### src/rtl/term_pkg.sv
package term_pkg;

  // Register slots inside the window, selected by address bits [3:2].
  typedef enum logic [1:0] {
    SLOT_RX_STAT = 2'd0,
    SLOT_RX_CHAR = 2'd1,
    SLOT_TX_STAT = 2'd2,
    SLOT_TX_CHAR = 2'd3
  } term_slot_e;

  localparam int unsigned NUM_SLOTS = 4;
  localparam int unsigned SLOT_BYTES = 4;

  // Status word bit positions.
  localparam int unsigned BIT_RDY = 0;
  localparam int unsigned BIT_IE  = 1;
  localparam int unsigned BIT_OVR = 2;

endpackage

### src/rtl/term_bus_dec.sv
module term_bus_dec
  import term_pkg::*;
#(
  parameter int unsigned ADDR_W = 32,
  parameter logic [ADDR_W-1:0] BASE_ADDR = 32'hFFFF_0000
) (
  input  logic                 sel,
  input  logic                 we,
  input  logic [ADDR_W-1:0]    addr,
  output logic [NUM_SLOTS-1:0] rd_hit,
  output logic [NUM_SLOTS-1:0] wr_hit
);

  localparam int unsigned IDX_LSB = $clog2(SLOT_BYTES);
  localparam int unsigned WIN_LSB = $clog2(NUM_SLOTS * SLOT_BYTES);

  logic in_window;
  logic aligned;
  logic [WIN_LSB-IDX_LSB-1:0] idx;

  assign in_window = (addr[ADDR_W-1:WIN_LSB] == BASE_ADDR[ADDR_W-1:WIN_LSB]);
  assign aligned   = (addr[IDX_LSB-1:0] == '0);
  assign idx       = addr[WIN_LSB-1:IDX_LSB];

  for (genvar g = 0; g < NUM_SLOTS; g++) begin : g_slot
    logic slot_match;
    assign slot_match = sel && in_window && aligned && (idx == g[WIN_LSB-IDX_LSB-1:0]);
    assign rd_hit[g]  = slot_match && !we;
    assign wr_hit[g]  = slot_match && we;
  end

endmodule

### src/rtl/term_rx_chan.sv
module term_rx_chan #(
  parameter int unsigned CHAR_W = 8
) (
  input  logic              clk,
  input  logic              rst_n,
  input  logic              rx_valid,
  input  logic [CHAR_W-1:0] rx_byte,
  input  logic              rd_char,
  input  logic              rd_stat,
  input  logic              wr_stat,
  input  logic              wr_ie,
  output logic              ready,
  output logic              ie,
  output logic              ovr,
  output logic [CHAR_W-1:0] char_q
);

  logic              ready_d;
  logic              ie_d;
  logic              ovr_d;
  logic [CHAR_W-1:0] char_d;
  logic              char_en;

  always_comb begin
    ready_d = ready;
    ie_d    = ie;
    ovr_d   = ovr;
    char_en = rx_valid;
    char_d  = rx_byte;

    if (rd_char) begin
      ready_d = 1'b0;
    end
    if (rd_stat) begin
      ovr_d = 1'b0;
    end
    if (rx_valid) begin
      ready_d = 1'b1;
      // Unread character lost unless it is being read in this very cycle.
      if (ready && !rd_char) begin
        ovr_d = 1'b1;
      end
    end
    if (wr_stat) begin
      ie_d = wr_ie;
    end
  end

  always_ff @(posedge clk or negedge rst_n) begin
    if (!rst_n) begin
      ready <= 1'b0;
      ie    <= 1'b0;
      ovr   <= 1'b0;
    end else begin
      ready <= ready_d;
      ie    <= ie_d;
      ovr   <= ovr_d;
    end
  end

  always_ff @(posedge clk or negedge rst_n) begin
    if (!rst_n) begin
      char_q <= '0;
    end else if (char_en) begin
      char_q <= char_d;
    end
  end

endmodule

### src/rtl/term_tx_chan.sv
module term_tx_chan #(
  parameter int unsigned CHAR_W = 8
) (
  input  logic              clk,
  input  logic              rst_n,
  input  logic              wr_char,
  input  logic [CHAR_W-1:0] wr_byte,
  input  logic              wr_stat,
  input  logic              wr_ie,
  input  logic              tx_done,
  output logic              ready,
  output logic              ie,
  output logic              tx_start,
  output logic [CHAR_W-1:0] tx_byte
);

  logic ready_d;
  logic ie_d;
  logic start_d;
  logic accept;

  // A character is taken only while the display side is idle.
  assign accept = wr_char && ready;

  always_comb begin
    ready_d = ready;
    ie_d    = ie;
    start_d = 1'b0;
    if (accept) begin
      ready_d = 1'b0;
      start_d = 1'b1;
    end else if (tx_done && !ready) begin
      ready_d = 1'b1;
    end
    if (wr_stat) begin
      ie_d = wr_ie;
    end
  end

  always_ff @(posedge clk or negedge rst_n) begin
    if (!rst_n) begin
      ready    <= 1'b1;
      ie       <= 1'b0;
      tx_start <= 1'b0;
    end else begin
      ready    <= ready_d;
      ie       <= ie_d;
      tx_start <= start_d;
    end
  end

  always_ff @(posedge clk or negedge rst_n) begin
    if (!rst_n) begin
      tx_byte <= '0;
    end else if (accept) begin
      tx_byte <= wr_byte;
    end
  end

endmodule

### src/rtl/mmio_term_ctrl.sv
module mmio_term_ctrl
  import term_pkg::*;
#(
  parameter int unsigned ADDR_W = 32,
  parameter int unsigned DATA_W = 32,
  parameter int unsigned CHAR_W = 8,
  parameter logic [ADDR_W-1:0] BASE_ADDR = 32'hFFFF_0000
) (
  input  logic              clk,
  input  logic              rst_n,
  input  logic              bus_sel,
  input  logic              bus_we,
  input  logic [ADDR_W-1:0] bus_addr,
  input  logic [DATA_W-1:0] bus_wdata,
  output logic [DATA_W-1:0] bus_rdata,
  input  logic              rx_valid,
  input  logic [CHAR_W-1:0] rx_byte,
  output logic              tx_start,
  output logic [CHAR_W-1:0] tx_byte,
  input  logic              tx_done,
  output logic              irq
);

  // Reset: asserted asynchronously, released after two clock edges.
  logic [1:0] rst_pipe;
  logic       rst_sync_n;

  always_ff @(posedge clk or negedge rst_n) begin
    if (!rst_n) begin
      rst_pipe <= 2'b00;
    end else begin
      rst_pipe <= {rst_pipe[0], 1'b1};
    end
  end
  assign rst_sync_n = rst_pipe[1];

  logic [NUM_SLOTS-1:0] rd_hit;
  logic [NUM_SLOTS-1:0] wr_hit;

  term_bus_dec #(
    .ADDR_W    (ADDR_W),
    .BASE_ADDR (BASE_ADDR)
  ) u_dec (
    .sel    (bus_sel),
    .we     (bus_we),
    .addr   (bus_addr),
    .rd_hit (rd_hit),
    .wr_hit (wr_hit)
  );

  logic              rx_rdy_q;
  logic              rx_ie_q;
  logic              rx_ovr_q;
  logic [CHAR_W-1:0] rx_char_q;

  term_rx_chan #(
    .CHAR_W (CHAR_W)
  ) u_rx (
    .clk      (clk),
    .rst_n    (rst_sync_n),
    .rx_valid (rx_valid),
    .rx_byte  (rx_byte),
    .rd_char  (rd_hit[SLOT_RX_CHAR]),
    .rd_stat  (rd_hit[SLOT_RX_STAT]),
    .wr_stat  (wr_hit[SLOT_RX_STAT]),
    .wr_ie    (bus_wdata[BIT_IE]),
    .ready    (rx_rdy_q),
    .ie       (rx_ie_q),
    .ovr      (rx_ovr_q),
    .char_q   (rx_char_q)
  );

  logic tx_rdy_q;
  logic tx_ie_q;

  term_tx_chan #(
    .CHAR_W (CHAR_W)
  ) u_tx (
    .clk      (clk),
    .rst_n    (rst_sync_n),
    .wr_char  (wr_hit[SLOT_TX_CHAR]),
    .wr_byte  (bus_wdata[CHAR_W-1:0]),
    .wr_stat  (wr_hit[SLOT_TX_STAT]),
    .wr_ie    (bus_wdata[BIT_IE]),
    .tx_done  (tx_done),
    .ready    (tx_rdy_q),
    .ie       (tx_ie_q),
    .tx_start (tx_start),
    .tx_byte  (tx_byte)
  );

  // Store data above the character and enable bits is dropped.
  logic unused_wdata_bits;
  assign unused_wdata_bits = ^bus_wdata[DATA_W-1:CHAR_W];

  always_comb begin
    bus_rdata = '0;
    if (rd_hit[SLOT_RX_STAT]) begin
      bus_rdata[BIT_RDY] = rx_rdy_q;
      bus_rdata[BIT_IE]  = rx_ie_q;
      bus_rdata[BIT_OVR] = rx_ovr_q;
    end
    if (rd_hit[SLOT_RX_CHAR]) begin
      bus_rdata[CHAR_W-1:0] = rx_char_q;
    end
    if (rd_hit[SLOT_TX_STAT]) begin
      bus_rdata[BIT_RDY] = tx_rdy_q;
      bus_rdata[BIT_IE]  = tx_ie_q;
    end
  end

  assign irq = (rx_rdy_q && rx_ie_q) || (tx_rdy_q && tx_ie_q);

endmodule

### config.mk
export PLATFORM = sky130hd
export DESIGN_NAME = mmio_term_ctrl
export DESIGN_NICKNAME = d
export VERILOG_FILES = /design/src/rtl/term_pkg.sv /design/src/rtl/term_bus_dec.sv /design/src/rtl/term_rx_chan.sv /design/src/rtl/term_tx_chan.sv /design/src/rtl/mmio_term_ctrl.sv
export SDC_FILE = /design/constraint.sdc
export NUM_CORES = 1
export LEC_CHECK = 0
export BUFFER_PORTS_ARGS = -buffer_cell sky130_fd_sc_hd__buf_2
export CORE_AREA = 5 5 65 67
export DETAILED_ROUTE_END_ITERATION = 10
export DIE_AREA = 0 0 70 72
export HOLD_SLACK_MARGIN = 0.1
export PLACE_DENSITY = 0.88
export SYNTH_ARGS = -nofsm -noshare
export SYNTH_HDL_FRONTEND = slang
export SYNTH_SLANG_ARGS = --single-unit
### constraint.sdc
create_clock -name clk -period 4.4 [get_ports clk]
set_input_delay 1.1 -clock clk [delete_from_list [all_inputs] [get_ports clk]]
set_output_delay 1.1 -clock clk [all_outputs]
set_load 0.01 [all_outputs]
# [Word level (Yosys, flattened, before mapping)]
# Index checks and enable logic that the tools add are counted.
[classes] eq_ne=4 n_mux=11 n_reduce_logical=25
[op_table] operator="$eq 28x28->1 const B" n=1
[op_table] operator="$logic_and 1x1->1" n=17
[op_table] operator="$mux 1" n=8
[op_table] operator="$mux 8" n=1
[op_table] operator="$eq 2x2->1 const B" n=2
[op_table] operator="$logic_not 2->1" n=2
[op_table] operator="$reduce_bool 2->1" n=2
[op_table] operator="$logic_not 1->1" n=3
[op_table] operator="$mux 3" n=1
[op_table] operator="$eq 2x1->1 const B" n=1
[op_table] operator="$mux 2" n=1
[op_table] operator="$logic_or 1x1->1" n=1
[word_totals] elab_cells=49 regBits=24

# [Logic depth before layout (Yosys ltp)]
[depth] word_depth=9 mapped_depth=5 mapped_depth_nobuf=4

# [By module]
# From an unflattened synthesis, not the netlist that was laid out.
[unflattened] hier_cells=120 area_unflattened_um2=1380.1
[modules_own_cells] module="term_rx_chan" area_per_inst_um2=444.2 cells_each=25 instances=1 seq_area_each_um2=275.3
[modules_own_cells] module="term_tx_chan" area_per_inst_um2=406.6 cells_each=24 instances=1 seq_area_each_um2=276.5
[modules_own_cells] module="mmio_term_ctrl" area_per_inst_um2=365.4 cells_each=46 instances=1 seq_area_each_um2=50.0
[modules_own_cells] module="term_bus_dec" area_per_inst_um2=163.9 cells_each=25 instances=1 seq_area_each_um2=0.0

# [Least setup slack after synthesis]
# OpenSTA, ideal clock, no wires.
[synth_path] path_kind="input-to-output" from="input port bus_addr[11]" to="output port bus_rdata[3]" setup_slack_ns=0.844 t_required_ns=3.300 stages=4 arrival_time_ns=2.456 path_cell_list="or4b_4 > nor4_4 > and4b_1 > and2_1"
[synth_via] elab_chain_len=6
[synth_rtl] element="start, declared" line_no="mmio_term_ctrl.sv:13" text="input logic [ADDR_W-1:0] bus_addr,"
[synth_rtl] element="$eq 28x28->1" line_no="term_bus_dec.sv:21" text="assign in_window = (addr[ADDR_W-1:WIN_LSB] == BASE_ADDR[ADDR_W-1:WIN_LSB]);"
[synth_rtl] element="$logic_and 1x1->1 (3 in series)" line_no="term_bus_dec.sv:27" text="assign slot_match = sel && in_window && aligned && (idx == g[WIN_LSB-IDX_LSB-1:0]);"
[synth_rtl] element="$logic_and 1x1->1" line_no="term_bus_dec.sv:28" text="assign rd_hit[g] = slot_match && !we;"
[synth_rtl] element="$mux 8" line_no="mmio_term_ctrl.sv:103" text="if (rd_hit[SLOT_RX_CHAR]) begin"
[synth_rtl] element="end, declared" line_no="mmio_term_ctrl.sv:15" text="output logic [DATA_W-1:0] bus_rdata,"
# No other way between the ends.

# [Worst setup path after layout]
[layout_path] from="input port bus_addr[1]" to="output port bus_rdata[5]"
[layout_via] elab_chain_len=5
[layout_rtl] element="$logic_not 2->1" line_no="term_bus_dec.sv:22" text="assign aligned = (addr[IDX_LSB-1:0] == '0);"
[layout_rtl] element="$logic_and 1x1->1 (2 in series)" line_no="term_bus_dec.sv:27"
[layout_rtl] element="$logic_and 1x1->1" line_no="term_bus_dec.sv:28"
[layout_rtl] element="$mux 8" line_no="mmio_term_ctrl.sv:103"
# No other way between the ends.

==> run_results.csv <==
group,metric,value,unit
status,status,"complete, no violations",
cts,clock_latency,0.31,ns
worst_setup_path,cpMostUsedCell,"buf_2",
worst_setup_path,crit_path_start_kind,"input port",
worst_setup_path,path_class,"input port to primary output",
final_layout,final_cell_area,1730,µm²
worst_setup_path,required,3.30,ns
synth,netlist_area,1360,µm²
cts,clkTransAtPathRegs,0.13,ns
global_routing,grt_pass1_vias,1060,
worst_setup_path,slowest_stage,"or4b_4",
placement,routabilityCongestion,0.732,
synth,ys_types,30,
placement,dp_hpwl,2510,µm
timing,worst_slew_pin_slew,0.838,ns
route,wl_met3,346,µm
global_routing,gr-usage-all-layers,0.116,
timing,hold_ws,0.357,ns
power_and_ir_drop,p_leak,0.957,nW
placement,io_buffers,71,
power_and_ir_drop,clock_power_share,0.347,
global_routing,antenna_found_initial,0,
power_and_ir_drop,power.switching,0.0965,mW
worst_setup_path,r2r_slack,2.95,ns
floorplan,num_rows,22,
worst_setup_path,rr_worst_depth,3,
cts,cts_buffers,3,
route,drtIter0Drc,32,
power_and_ir_drop,p_seq_frac,0.528,
final_layout,area_delta_synth_final,27.3,%
synth,seq_area_frac_synth,0.443,
timing,fmax,258,MHz
power_and_ir_drop,power_frac_comb,0.125,
final_layout,nets,269,
timing,tns,0,ns
floorplan,io_pins,120,
job,cap_violations,0,
synth,synthTopCellsByArea,"dfrtp_1 42%, mux2_2 15%, buf_4 13%",
route,via_count,1079,
route,wl_met1,1130,µm
synth,yosys_warnings,0,
placement,placed_area,1680,µm²
power_and_ir_drop,p_per_area,258,nW/µm²
cts,cts_tree,"done",
cts,cts_setup_buffers,0,
worst_setup_path,path_buf_inv,2,
worst_setup_path,cp.arrival,2.77,ns
power_and_ir_drop,intPower,0.349,mW
worst_setup_path,crit_chain,"buf_2, or4b_4, nor4_4, and4b_1, and2_1, buf_2",
final_layout,antennaDiodeCount,0,
cts,ctsResizeCount,0,
worst_setup_path,endpoint_kind,"primary output",
route,route.met2.wl,1430,µm
hold_path,hp-class,"flip-flop to async pin",
final_layout,drive_gt1_frac,0.526,
timing,finalClockSkew,0.00798,ns
floorplan,die_h,72,µm
floorplan,initial_core_util,0.379,
global_routing,grt_max_degree,23,
timing,slew_viol_final,0,
synth,syn_avg_cell_area,11.5,µm²
cts,ctsHoldBuffers,0,
synth,yosys_register_bits,24,
worst_setup_path,reg2reg_to,"u_tx.tx_byte[7]",
route,ant_nets,0,
cts,cts_max_level,1,
worst_setup_path,max_stage_delay,0.54,ns
synth,synth_top_area_frac,0.424,
cts,cts.sinks,24,
synth,yosysTopAreaCell,"dfrtp_1",
timing,layout_setup_ws,0.525,ns
route,routedWlPerCell,12.3,µm
cts,cts_buffer_depth,2,
timing,final_hold_viol_count,0,
worst_setup_path,crit_family,"simple AND/OR/NAND/NOR gates",
global_routing,grt_pass1_wl,4780,µm
floorplan,dieArea,5040,µm²
timing,period_share,0.881,
worst_setup_path,crit_end,"bus_rdata[5]",
timing,rsz0062_at_grt,"no",
worst_setup_path,crit_path_start,"bus_addr[1]",
worst_setup_path,reg2reg_from,"u_tx.ready",
worst_setup_path,path_max_fanout,6,
worst_setup_path,path_depth,6,
cts,ctsRootBufferMaster,"clkbuf_4",
timing,relSlewSlack,0.441,
route,via_per_inst,4.53,
timing,setup-violations-final,0,
power_and_ir_drop,vdd_drop_max,0.203,mV
synth,synth_cells,118,
timing,period_needed,3.87,ns
placement,place_ws,0.475,ns
route,top_layer,"met4",
power_and_ir_drop,p_total,0.446,mW
global_routing,grt-ovfl-total,0,
route,first_pass_iters,4,
power_and_ir_drop,switching_share,0.216,
floorplan,fp.coreArea,3580,µm²
route,drc_errors,0,
route,drt_wl_total,2920,µm
floorplan,die_w,70,µm
## cell type report
| type | count | area (µm²) |
|---|---|---|
| Multi-Input combinational cell | 89 | 647 |
| Clock buffer | 3 | 22.5 |
| Fill cell | 368 | 1850 |
| Clock inverter | 1 | 30.0 |
| Timing Repair Buffer | 72 | 363 |
| Sequential cell | 24 | 602 |
| Inverter | 1 | 3.75 |
| Tap cell | 48 | 60.1 |
## layout by cell type, fill, tap and decap left out
cell type   n
a21oi_1     2
a22o_1      1
a2bb2oi_1   1
and2_1      5
and3_1      1
and4b_1     1
buf_2      71
buf_4       1
bufinv_16   1
clkbuf_4    3
conb_1     25
dfrtp_1    23
dfstp_2     1
inv_1       1
mux2_2     18
mux2i_1     3
nand2_1     3
nand2b_1    1
nand3_1     1
nand4_1     5
nand4_4     1
nand4b_1    2
nor2_1      6
nor2b_1     2
nor3_1      2
nor4_4      2
o21a_1      1
o21ai_0     1
o22a_1      1
or3_1       1
or4b_1      1
or4b_4      2
## state kept, by name, summed over array words and instances (netlist names)
name and flops:
rst_pipe 2, u_rx.char_q 8, u_rx.ie 1, u_rx.ovr 1, u_rx.ready 1, u_tx.ie 1
u_tx.ready 1, u_tx.tx_byte 8, u_tx.tx_start 1
## Yosys cell counts, drive strengths merged
| cell | count |
|---|---|
| mux2i | 3 |
| nand4 | 6 |
| or4b | 3 |
| mux2 | 18 |
| and2 | 5 |
| dfrtp | 23 |
| o21ai | 1 |
| o21a | 1 |
| nor3 | 2 |
| or3 | 1 |
| o22a | 1 |
| a22o | 1 |
| nand4b | 2 |
| conb | 2 |
| clkbuf | 3 |
| inv | 1 |
| and3 | 1 |
| nor2b | 2 |
| nand2 | 3 |
| nand3 | 1 |
| nor4 | 2 |
| nor2 | 6 |
| buf | 24 |
| and4b | 1 |
| a2bb2oi | 1 |
| nand2b | 1 |
| a21oi | 2 |
| dfstp | 1 |
## power groups by stage
stage | clock, mW | sequential, mW | combinational, mW
after global routing | 0.175 | 0.238 | 0.0621
after CTS | 0.160 | 0.236 | 0.0557
after floorplan | 0 | 0.238 | 0.0460
after global placement | 0 | 0.240 | 0.0535
after detailed placement | 0 | 0.241 | 0.0555
final | 0.155 | 0.236 | 0.0556
## through the flow
step	cells	util
after floorplan	141	-
after global routing	238	0.483
final	238	0.483
after detailed placement	234	0.468
after CTS	238	0.483
after global placement	234	0.468
## cells by family (layout without fill, tap and decap cells)
family                 count (synthesis)  count (layout)  share of synthesized area
flip-flops                            24              24                      0.443
multiplexers                          21              21                      0.171
AO/OA/AOI/OAI                          7               7                     0.0359
AND/OR/NAND/NOR                       36              36                      0.200
other                                  2              25                    0.00553
buffers and inverters                 28              77                      0.144
## metal layers
layer / global-route usage / vias to the layer above
met3: 0.0402 / 2
met4: 0.0383 / 0
met2: 0.196 / 58
li1: - / 512
met1: 0.138 / 507
met5: 0 / -
## worst min-delay path by stage
stage	slack, ns	endpoint	depth (start not counted)	start
floorplan	0.28	u_rx.char_q[0]	0	rst_pipe[1]
global placement	0.33	rst_pipe[1]	0	rst_pipe[0]
detailed placement	0.35	rst_pipe[1]	0	rst_pipe[0]
CTS	0.37	rst_pipe[1]	0	rst_pipe[0]
global route	0.39	rst_pipe[1]	0	rst_pipe[0]
finish	0.36	u_rx.char_q[6]	0	rst_pipe[1]
## worst reg2reg max path: cells and delay by family (launching register included)
family,cells,cell delay [ns]
AND/OR/NAND/NOR,2,0.42
multiplexers,1,0.34
flip-flops,1,0.58
No activity file was read; power rests on OpenSTA's default activity.
